[config.mk]
export PLATFORM = sky130hd
export DESIGN_NAME = pwm_edge_gen
export DESIGN_NICKNAME = d
export VERILOG_FILES = /design/src/rtl/pwm_edge_pkg.sv /design/src/rtl/pwm_edge_regs.sv /design/src/rtl/pwm_period_cnt.sv /design/src/rtl/pwm_edge_calc.sv /design/src/rtl/pwm_edge_gen.sv
export SDC_FILE = /design/constraint.sdc
export NUM_CORES = 1
export LEC_CHECK = 0
export ABC_AREA = 0
export BUFFER_PORTS_ARGS = -buffer_cell sky130_fd_sc_hd__buf_4
export CAP_MARGIN = 5
export CORE_MARGIN = 4
export CORE_UTILIZATION = 63
export CTS_CLUSTER_SIZE = 24
export DETAILED_ROUTE_END_ITERATION = 7
export PLACE_DENSITY = 0.89
export SYNTH_ARGS = -nofsm -noshare
export SYNTH_HDL_FRONTEND = slang
export SYNTH_SLANG_ARGS = --single-unit
[constraint.sdc]
create_clock -name clk_i -period 5.67 [get_ports clk_i]
set_clock_uncertainty 0.05 [all_clocks]
set_input_delay 1.701 -clock clk_i [delete_from_list [all_inputs] [get_ports clk_i]]
set_output_delay 1.701 -clock clk_i [all_outputs]
set_load 0.05 [all_outputs]
[src/rtl/pwm_edge_pkg.sv]
package pwm_edge_pkg;
  localparam int T_W       = 12;
  localparam int DATA_W    = 8;
  localparam int LO_W      = T_W - DATA_W;
  localparam int MOD_W     = 8;
  localparam int COARSE_SH = 3;
  localparam int NUM_EDGES = 2;
  localparam int ADDR_W    = $clog2(NUM_EDGES) + 1;
  localparam int EXT_W     = T_W + 2;

  typedef struct packed {
    logic [T_W-1:0] t;
    logic           en;
    logic           sgn;
  } edge_cfg_t;

  // join a high byte and a control byte into one edge setting
  function automatic edge_cfg_t assemble(logic [DATA_W-1:0] hi, logic [DATA_W-1:0] ctl);
    edge_cfg_t c;
    c.t   = {hi, ctl[DATA_W-1 -: LO_W]};
    c.en  = ctl[1];
    c.sgn = ctl[0];
    return c;
  endfunction

  // modulated edge, clamped to 0 .. per-1
  function automatic logic [T_W-1:0] edge_mod(edge_cfg_t c, logic signed [MOD_W-1:0] m,
                                              logic [T_W-1:0] per);
    localparam logic signed [EXT_W-1:0] ONE_S = 1;
    logic signed [EXT_W-1:0] v, d, top;
    d = {{(EXT_W-MOD_W){m[MOD_W-1]}}, m};
    v = {2'b00, c.t};
    if (c.en) v = c.sgn ? (v - d) : (v + d);
    top = (per == '0) ? '0 : ({2'b00, per} - ONE_S);
    if (v[EXT_W-1])   return '0;
    else if (v > top) return top[T_W-1:0];
    else              return v[T_W-1:0];
  endfunction

  function automatic logic same_step(logic [T_W-1:0] a, logic [T_W-1:0] b);
    return a[T_W-1:COARSE_SH] == b[T_W-1:COARSE_SH];
  endfunction
endpackage

[src/rtl/pwm_edge_regs.sv]
module pwm_edge_regs
  import pwm_edge_pkg::*;
(
  input  logic              clk_i,
  input  logic              rst_ni,
  input  logic              wr_en_i,
  input  logic [ADDR_W-1:0] wr_addr_i,
  input  logic [DATA_W-1:0] wr_data_i,
  output edge_cfg_t         cfg_o [NUM_EDGES]
);
  for (genvar e = 0; e < NUM_EDGES; e++) begin : g_edge
    logic [DATA_W-1:0] hi_q, ctl_q;
    logic hit_hi, hit_ctl;
    assign hit_hi  = wr_en_i && (wr_addr_i == ADDR_W'(2*e));
    assign hit_ctl = wr_en_i && (wr_addr_i == ADDR_W'(2*e+1));

    always_ff @(posedge clk_i or negedge rst_ni) begin
      if (!rst_ni) begin
        hi_q  <= '0;
        ctl_q <= '0;
      end else begin
        if (hit_hi)  hi_q  <= wr_data_i;
        if (hit_ctl) ctl_q <= wr_data_i;
      end
    end

    assign cfg_o[e] = assemble(hi_q, ctl_q);
  end
endmodule

[src/rtl/pwm_period_cnt.sv]
module pwm_period_cnt
  import pwm_edge_pkg::*;
(
  input  logic           clk_i,
  input  logic           rst_ni,
  input  logic [T_W-1:0] period_i,
  output logic [T_W-1:0] cnt_o,
  output logic [T_W-1:0] per_o,
  output logic           run_o,
  output logic           load_o,
  output logic           sync_o
);
  localparam logic [T_W:0]   ONE_X = 1;
  localparam logic [T_W-1:0] ONE_T = 1;

  logic [T_W-1:0] cnt_q, per_q;
  logic           run_q;
  logic           last_tick;

  assign last_tick = ({1'b0, cnt_q} + ONE_X) >= {1'b0, per_q};
  assign load_o    = !run_q || last_tick;

  always_ff @(posedge clk_i or negedge rst_ni) begin
    if (!rst_ni) begin
      cnt_q <= '0;
      per_q <= '0;
      run_q <= 1'b0;
    end else if (load_o) begin
      cnt_q <= '0;
      per_q <= period_i;
      run_q <= 1'b1;
    end else begin
      cnt_q <= cnt_q + ONE_T;
    end
  end

  assign cnt_o  = cnt_q;
  assign per_o  = per_q;
  assign run_o  = run_q;
  assign sync_o = run_q && (cnt_q == '0);

  // the tick count never reaches the loaded period
  assert_cnt_in_period_R2: assert property (@(posedge clk_i) disable iff (!rst_ni)
    (run_q && per_q != '0) |-> (cnt_q < per_q));

  // the count advances by one between loads
  assert_cnt_steps_R2: assert property (@(posedge clk_i) disable iff (!rst_ni)
    (run_q && !load_o) |=> (cnt_q == $past(cnt_q) + ONE_T));
endmodule

[src/rtl/pwm_edge_calc.sv]
module pwm_edge_calc
  import pwm_edge_pkg::*;
(
  input  logic                    clk_i,
  input  logic                    rst_ni,
  input  logic                    load_i,
  input  edge_cfg_t               cfg_i,
  input  logic signed [MOD_W-1:0] mod_i,
  input  logic [T_W-1:0]          period_i,
  output logic [T_W-1:0]          eff_o
);
  logic [T_W-1:0] eff_q, eff_d;

  assign eff_d = edge_mod(cfg_i, mod_i, period_i);

  always_ff @(posedge clk_i or negedge rst_ni) begin
    if (!rst_ni)     eff_q <= '0;
    else if (load_i) eff_q <= eff_d;
  end

  assign eff_o = eff_q;

  // the edge used in a period holds until the next period start
  assert_hold_between_loads_R9: assert property (@(posedge clk_i) disable iff (!rst_ni)
    !load_i |=> $stable(eff_q));
endmodule

[src/rtl/pwm_edge_gen.sv]
module pwm_edge_gen
  import pwm_edge_pkg::*;
(
  input  logic                    clk_i,
  input  logic                    rst_ni,
  input  logic                    wr_en_i,
  input  logic [ADDR_W-1:0]       wr_addr_i,
  input  logic [DATA_W-1:0]       wr_data_i,
  input  logic [T_W-1:0]          period_i,
  input  logic signed [MOD_W-1:0] mod_i,
  output logic                    pwm_o,
  output logic                    sync_o
);
  localparam logic [T_W-1:0] ONE_T = 1;

  edge_cfg_t      cfg [NUM_EDGES];
  logic [T_W-1:0] eff [NUM_EDGES];
  logic [T_W-1:0] cnt, per;
  logic           run, load;
  logic [T_W-1:0] rise_t, fall_t;
  logic           step_clash, in_window;

  pwm_edge_regs u_regs (
    .clk_i(clk_i), .rst_ni(rst_ni), .wr_en_i(wr_en_i),
    .wr_addr_i(wr_addr_i), .wr_data_i(wr_data_i), .cfg_o(cfg)
  );

  pwm_period_cnt u_cnt (
    .clk_i(clk_i), .rst_ni(rst_ni), .period_i(period_i),
    .cnt_o(cnt), .per_o(per), .run_o(run), .load_o(load), .sync_o(sync_o)
  );

  for (genvar e = 0; e < NUM_EDGES; e++) begin : g_calc
    pwm_edge_calc u_calc (
      .clk_i(clk_i), .rst_ni(rst_ni), .load_i(load), .cfg_i(cfg[e]),
      .mod_i(mod_i), .period_i(period_i), .eff_o(eff[e])
    );
  end

  assign rise_t     = eff[0];
  assign fall_t     = eff[1];
  assign step_clash = same_step(rise_t, fall_t);
  assign in_window  = (cnt >= rise_t) && (cnt < fall_t);
  assign pwm_o      = run && !step_clash && in_window;

  // a pulse begins only on the programmed rising tick
  assert_rise_on_edge_R3: assert property (@(posedge clk_i) disable iff (!rst_ni)
    $rose(pwm_o) |-> (cnt == rise_t));

  // edges sharing a coarse step never give a pulse
  assert_same_step_low_R4: assert property (@(posedge clk_i) disable iff (!rst_ni)
    (rise_t[T_W-1:COARSE_SH] == fall_t[T_W-1:COARSE_SH]) |-> !pwm_o);

  // the last tick of every period is low
  assert_last_tick_low_R8: assert property (@(posedge clk_i) disable iff (!rst_ni)
    (run && per != '0 && (cnt + ONE_T) == per) |-> !pwm_o);

  // loaded edges lie inside the loaded period
  assert_edges_in_range_R8: assert property (@(posedge clk_i) disable iff (!rst_ni)
    (run && per != '0) |-> (rise_t < per && fall_t < per));
endmodule

* Word-level counts from Yosys, hierarchy flattened *
Index checks and enable logic that the tools add are counted.

word-level totals
  word-level logic and storage cells = 49
  input bits = 33
  output and inout port bits = 2
  flip-flop bits (word level) = 81

cells by class
  eq/ne operators = 4
  muxes and demuxes = 10
  add/subtract/negate cells = 7
  order comparisons = 5
  reduce and logical (&&, ||, !) cells = 14

operators with widths
  cell                                                  count
  2-to-1 mux 14 bit                                     5
  2-to-1 mux 12 bit                                     5
  adder 13 x 8 -> 14 bit                                2
  > comparator 14 bit                                   2
  subtractor 13 x 8 -> 14 bit                           2
  zero test 12 bit                                      2
  adder 12 x 1 -> 13 bit (second input constant)        1
  greater-or-equal comparator 13 x 12 -> 1 bit          1
  subtractor 12 x 1 -> 13 bit (second input constant)   1
  adder 12 x 1 -> 12 bit (second input constant)        1
  greater-or-equal comparator 12 bit                    1
  less-than comparator 12 bit                           1
  equality test 9 bit                                   1
  logical AND 1 bit                                     8
  equality test 2 bit (second input constant)           2
  equality test 2 x 1 -> 1 bit (second input constant)  1
  zero test 1 bit                                       2
  zero test 2 bit                                       1
  logical OR 1 bit                                      1

* Depth between registers and ports, before layout *
  depth in word-level cells = 6
  depth in mapped cells = 24

* Modules after synthesis *
A second synthesis with hierarchy kept.

unflattened totals
  cells, all modules = 846
  area, all modules = 7697.4 um^2

by module, submodules not included
  module                             cells an instance  instances  area each (um^2)
  pwm_edge_calc at g_calc[0].u_calc  298                1          2290.9
  pwm_edge_calc at g_calc[1].u_calc  271                1          2233.4
  pwm_period_cnt                     128                1          1451.4
  pwm_edge_regs                      60                 1          1058.5
  pwm_edge_gen                       89                 1          663.1

* Worst setup path after synthesis *
OpenSTA, ideal clock, no wires.

  path type = in2reg
  start point = input port mod_i[0]
  end point = register g_calc[1].u_calc.eff_q[5]
  data required time = 5485 ps
  arrival = 6292 ps
  stages = 20
  setup slack = -807 ps
  library setup time = 135 ps
  cell sequence = inv_1 ha_1 or3b_1 or4_4 a21boi_1 ha_1 a21oi_1 a31oi_1 a2111oi_0 a211o_1 clkbuf_1 ha_1 nand4_1 nor3_1 o21a_1 nand4bb_1 a21oi_1 clkbuf_1 mux2i_1 o31ai_1

between the ends
  cells in the longest elaborated chain, start to end = 6

ends and longest elaborated chain
  what                                                                          line                 text
  from (decl)                                                                   pwm_edge_gen.sv:10   input logic signed [MOD_W-1:0] mod_i,
  adder 13 x 8 -> 14 bit / subtractor 13 x 8 -> 14 bit (equally long branches)  pwm_edge_pkg.sv:33   if (c.en) v = c.sgn ? (v - d) : (v + d);
  2-to-1 mux 14 bit * (2 in a row)                                              pwm_edge_pkg.sv:33
  > comparator 14 bit                                                           pwm_edge_pkg.sv:36   else if (v > top) return top[T_W-1:0];
  2-to-1 mux 12 bit                                                             pwm_edge_pkg.sv:36
  2-to-1 mux 12 bit *                                                           pwm_edge_pkg.sv:35   if (v[EXT_W-1]) return '0;
  to (signal assigned)                                                          pwm_edge_calc.sv:17  if (!rst_ni) eff_q <= '0;
  to (signal assigned)                                                          pwm_edge_calc.sv:18  else if (load_i) eff_q <= eff_d;
  to (decl)                                                                     pwm_edge_calc.sv:12  logic [T_W-1:0] eff_q, eff_d;

Mark *: on every way between the ends. The rest lies on a longest branch, timed or not.
A chain may end at the register's enable or synchronous reset.

* Worst setup path in the final report *
  start point = input port mod_i[1]
  end point = register g_calc[0].u_calc.eff_q[2]

between the ends
  cells in the longest elaborated chain, start to end = 6

ends and longest elaborated chain
  what                                                                          line
  adder 13 x 8 -> 14 bit / subtractor 13 x 8 -> 14 bit (equally long branches)  pwm_edge_pkg.sv:33
  2-to-1 mux 14 bit * (2 in a row)                                              pwm_edge_pkg.sv:33
  > comparator 14 bit                                                           pwm_edge_pkg.sv:36
  2-to-1 mux 12 bit                                                             pwm_edge_pkg.sv:36
  2-to-1 mux 12 bit *                                                           pwm_edge_pkg.sv:35
  to (signal assigned)                                                          pwm_edge_calc.sv:17
  to (signal assigned)                                                          pwm_edge_calc.sv:18
  to (decl)                                                                     pwm_edge_calc.sv:12

Marked as above.

==> impl_metrics.toml <==
[drt]
drcViolationCount = 0
drt.antenna.violating_nets = 0
drt-pass1-iter-count = 6
avgRoutedWirePerCell_um = 21.3
drt-total-wl_um = 22300
viasPerCell = 6.61
drtIter0Drc = 649
dr_total_vias = 6907

[grt]
antenna_found_initial = 0
grt_max_degree = 78
grt_use_total_pct = 33.8
overflow = 0
grt_pass1_vias = 7080
grt_pass1_wl_um = 34600

[outcome]
status = "complete, but fails checks"
failed_checks = "setup timing"

[clock_tree]
insertion_delay_ns = 0.38
htreeDepth = 3
postCtsHoldBufs = 0
clkTransAtPathRegs_ns = 0.08
cts_buffer_depth = 2
cts_buffers = 9
cts_root_buf = "clkbuf_8"
clkSinkCount = 77
cts_tree = "built"

[setup_path]
crit_path_start_kind = "input port"
r2r-start = "u_regs.g_edge[0].ctl_q[0]$_DFFE_PN0P_"
crit_fanout = 5
worst_ep_arrival_time_ns = 6.30
required_ns = 5.92
worstSetupStartpoint = "mod_i[1]"
endpoint_kind = "register"
worstSetupPathType = "input port to register"

[yosys]
synth_area_leaders = "dfrtp_1 28%, ha_1 17%, mux2_2 7.0%"
synth_edf_count = 0
yosysMostFrequentCell = "ha_1"
synth.cell_area_um2 = 6890
synth_compound_area_share_pct = 16.8
synthCells = 775
yosys-top-cells-count = "92 x ha_1, 77 x dfrtp_1, 64 x inv_1"
synth_nets = 902
synth-xor-area-share_pct = 6.74
synth_top_area_cell = "dfrtp_1"
synth_top_area_share_pct = 28.0
ys_seq_elements = 77
yosys.area_share.simple_pct = 17.4
postSynthAreaPerCell_um2 = 8.89
synth_top_family_by_area = "simple AND/OR/NAND/NOR gates"
synthAdderAreaFrac_pct = 17.3
yosys_warnings = 0
synth_flop_cell = "dfrtp_1"
synth_cell_types = 65
synth_mux_area_share_pct = 8.92
ys_seq_area_share_pct = 28.0
synth-async-reset-ratio_pct = 100

[placed_design]
dp_slack_ns = -0.782
dp_hpwl_um = 15500
gp_congestion = 0.948
io_buffers = 34
place_area_um2 = 8060

[sta]
slew_headroom_pct = 26.2
setup_viol = 24
maxSlewViolCount = 0
worst_pin_slew_ns = 1.10
period_needed_ns = 6.06
period_share_pct = 107
rsz0062_at_grt = "yes"
max_freq_mhz = 165
final-hold-violation-count = 0
setup_slack_ns = -0.388

[finish]
fin_util_pct = 83.0
area_growth_pct = 26.6
finalNetCount = 1032
drive_gt1_share_pct = 29.4
final_cell_area_um2 = 8720
antenna_cells = 0

[floorplanning]
die_area_um2 = 12700
die_x_um = 113
rows = 37
die_h_um = 113
core_um2 = 10500
start_util_pct = 65.6
ios = 35

[power]
vdd_drop_max_mv = 0.271
p_leak_uw = 0.00413
cellPowerDensity_nw_per_um2 = 419

[flow_run]
max_cap_violations = 0

[min_path]
hp-start = "u_cnt.per_o[1]$_DFFE_PN0P_"
hp-class = "register to register"
==> metal layers <==
layer  wire length, um  global-route usage (%)
met2             11000                    60.6
met5                 0                       0
met3              1700                    5.28
met1              7900                    38.0
met4              1650                    19.2
==> worst paths after layout <==
kind / slack, ns / end / depth (start not counted)
max: -0.39 / g_calc[0].u_calc.eff_o[2]$_DFFE_PN0P_ / 22
min: 0.44 / u_cnt.per_o[1]$_DFFE_PN0P_ / 2
max reg2reg: 0.73 / g_calc[0].u_calc.eff_o[2]$_DFFE_PN0P_ / 21
min reg2reg: 0.44 / u_cnt.per_o[1]$_DFFE_PN0P_ / 2
max in group asynchronous: 3.45 / u_regs.g_edge[1].ctl_q[5]$_DFFE_PN0P_ / 1
min in group asynchronous: 1.44 / u_cnt.cnt_o[1]$_DFF_PN0_ / 1
==> state kept, by name (all words and copies together), names as in the netlist <==
signal / flops
u_regs.g_edge.ctl_q: 12
u_cnt.per_o: 12
u_cnt.run_o: 1
g_calc.u_calc.eff_o: 24
u_cnt.cnt_o: 12
u_regs.g_edge.hi_q: 16
==> timing repair <==
item	4_1_cts	5_1_grt
pin swaps	28	23
resized for setup	47	26
endpoints found under the setup margin	24	24
cloned	1	0
buffers inserted	7	7
==> power breakdown <==
part / total (uW) / switching (uW) / internal, uW
sequential: 814 / 139 / 675
clock: 431 / 217 / 214
combinational: 2410 / 1190 / 1210
==> metrics by stage <==
| stage | hold slack, ns | TNS, ns | total power, uW | std cells |
|---|---|---|---|---|
| 4_1_cts | 0.444 | -2.02 | 3420 | 1038 |
| 2_1_floorplan | 0.393 | -6.97 | 2100 | 775 |
| 3_3_place_gp | 0.416 | -12.62 | 2660 | 1015 |
| 5_1_grt | 0.461 | -10.67 | 3870 | 1045 |
| 3_5_place_dp | 0.425 | -15.21 | 2780 | 1015 |
| 6_report | 0.442 | -6.10 | 3650 | 1045 |
==> cells in the final DEF, fill, tap and decap left out, types with 9 or more instances in the layout <==
cell      Yosys  layout
a21o_1       17      17
a21oi_1      31      27
and2_1       14      13
buf_4         0     130
clkbuf_8      0      10
dfrtp_1      77      77
ha_1         92      88
inv_1        64      62
mux2_2       43      41
mux2i_1      13      10
nand2_1      59      56
nand3_1      18      16
nor2_1       53      51
nor3_1       13       9
o21a_1       13      13
o21ai_0      50      36
o21ai_1       2       9
o31ai_1      16      16
xnor2_1      40      38
xor2_1       13      13
==> final cells by class <==
| cell class | instances | area (um^2) |
|---|---|---|
| multi-input cells | 614 | 5060 |
| fillers | 567 | 1780 |
| clock buffers | 12 | 145 |
| clock inverters | 3 | 46.3 |
| flip-flops and latches | 77 | 1930 |
| well taps | 136 | 170 |
| inverters | 64 | 258 |
| repair buffers | 139 | 1120 |
==> critical path, cell delays in order <==
cell and delay (ns):
buf_12 0.11, inv_12 0.04, ha_4 0.12, or3b_4 0.39, or4_4 0.48, a21boi_4 0.17
ha_1 0.27, buf_4 0.16, a22oi_2 0.20, a31o_2 0.22, nor2_1 0.05, or4_4 0.55
ha_4 0.29, nand3_2 0.06, nor2_1 0.16, nand2_1 0.12, or3_4 0.41, o221ai_4 0.12
buf_12 0.17, mux2i_1 0.07, or3_1 0.34, o21ai_1 0.09
==> logic make-up after synthesis <==
| kind of cell | Yosys count |
|---|---|
| flops | 77 |
| fa+ha+maj | 94 |
| mux | 56 |
| other cells | 1 |
| simple gates | 234 |
| compound gates | 176 |
| buf+inv | 84 |
| xor+xnor | 53 |
Note: power is estimated with default switching activity, not from simulation.
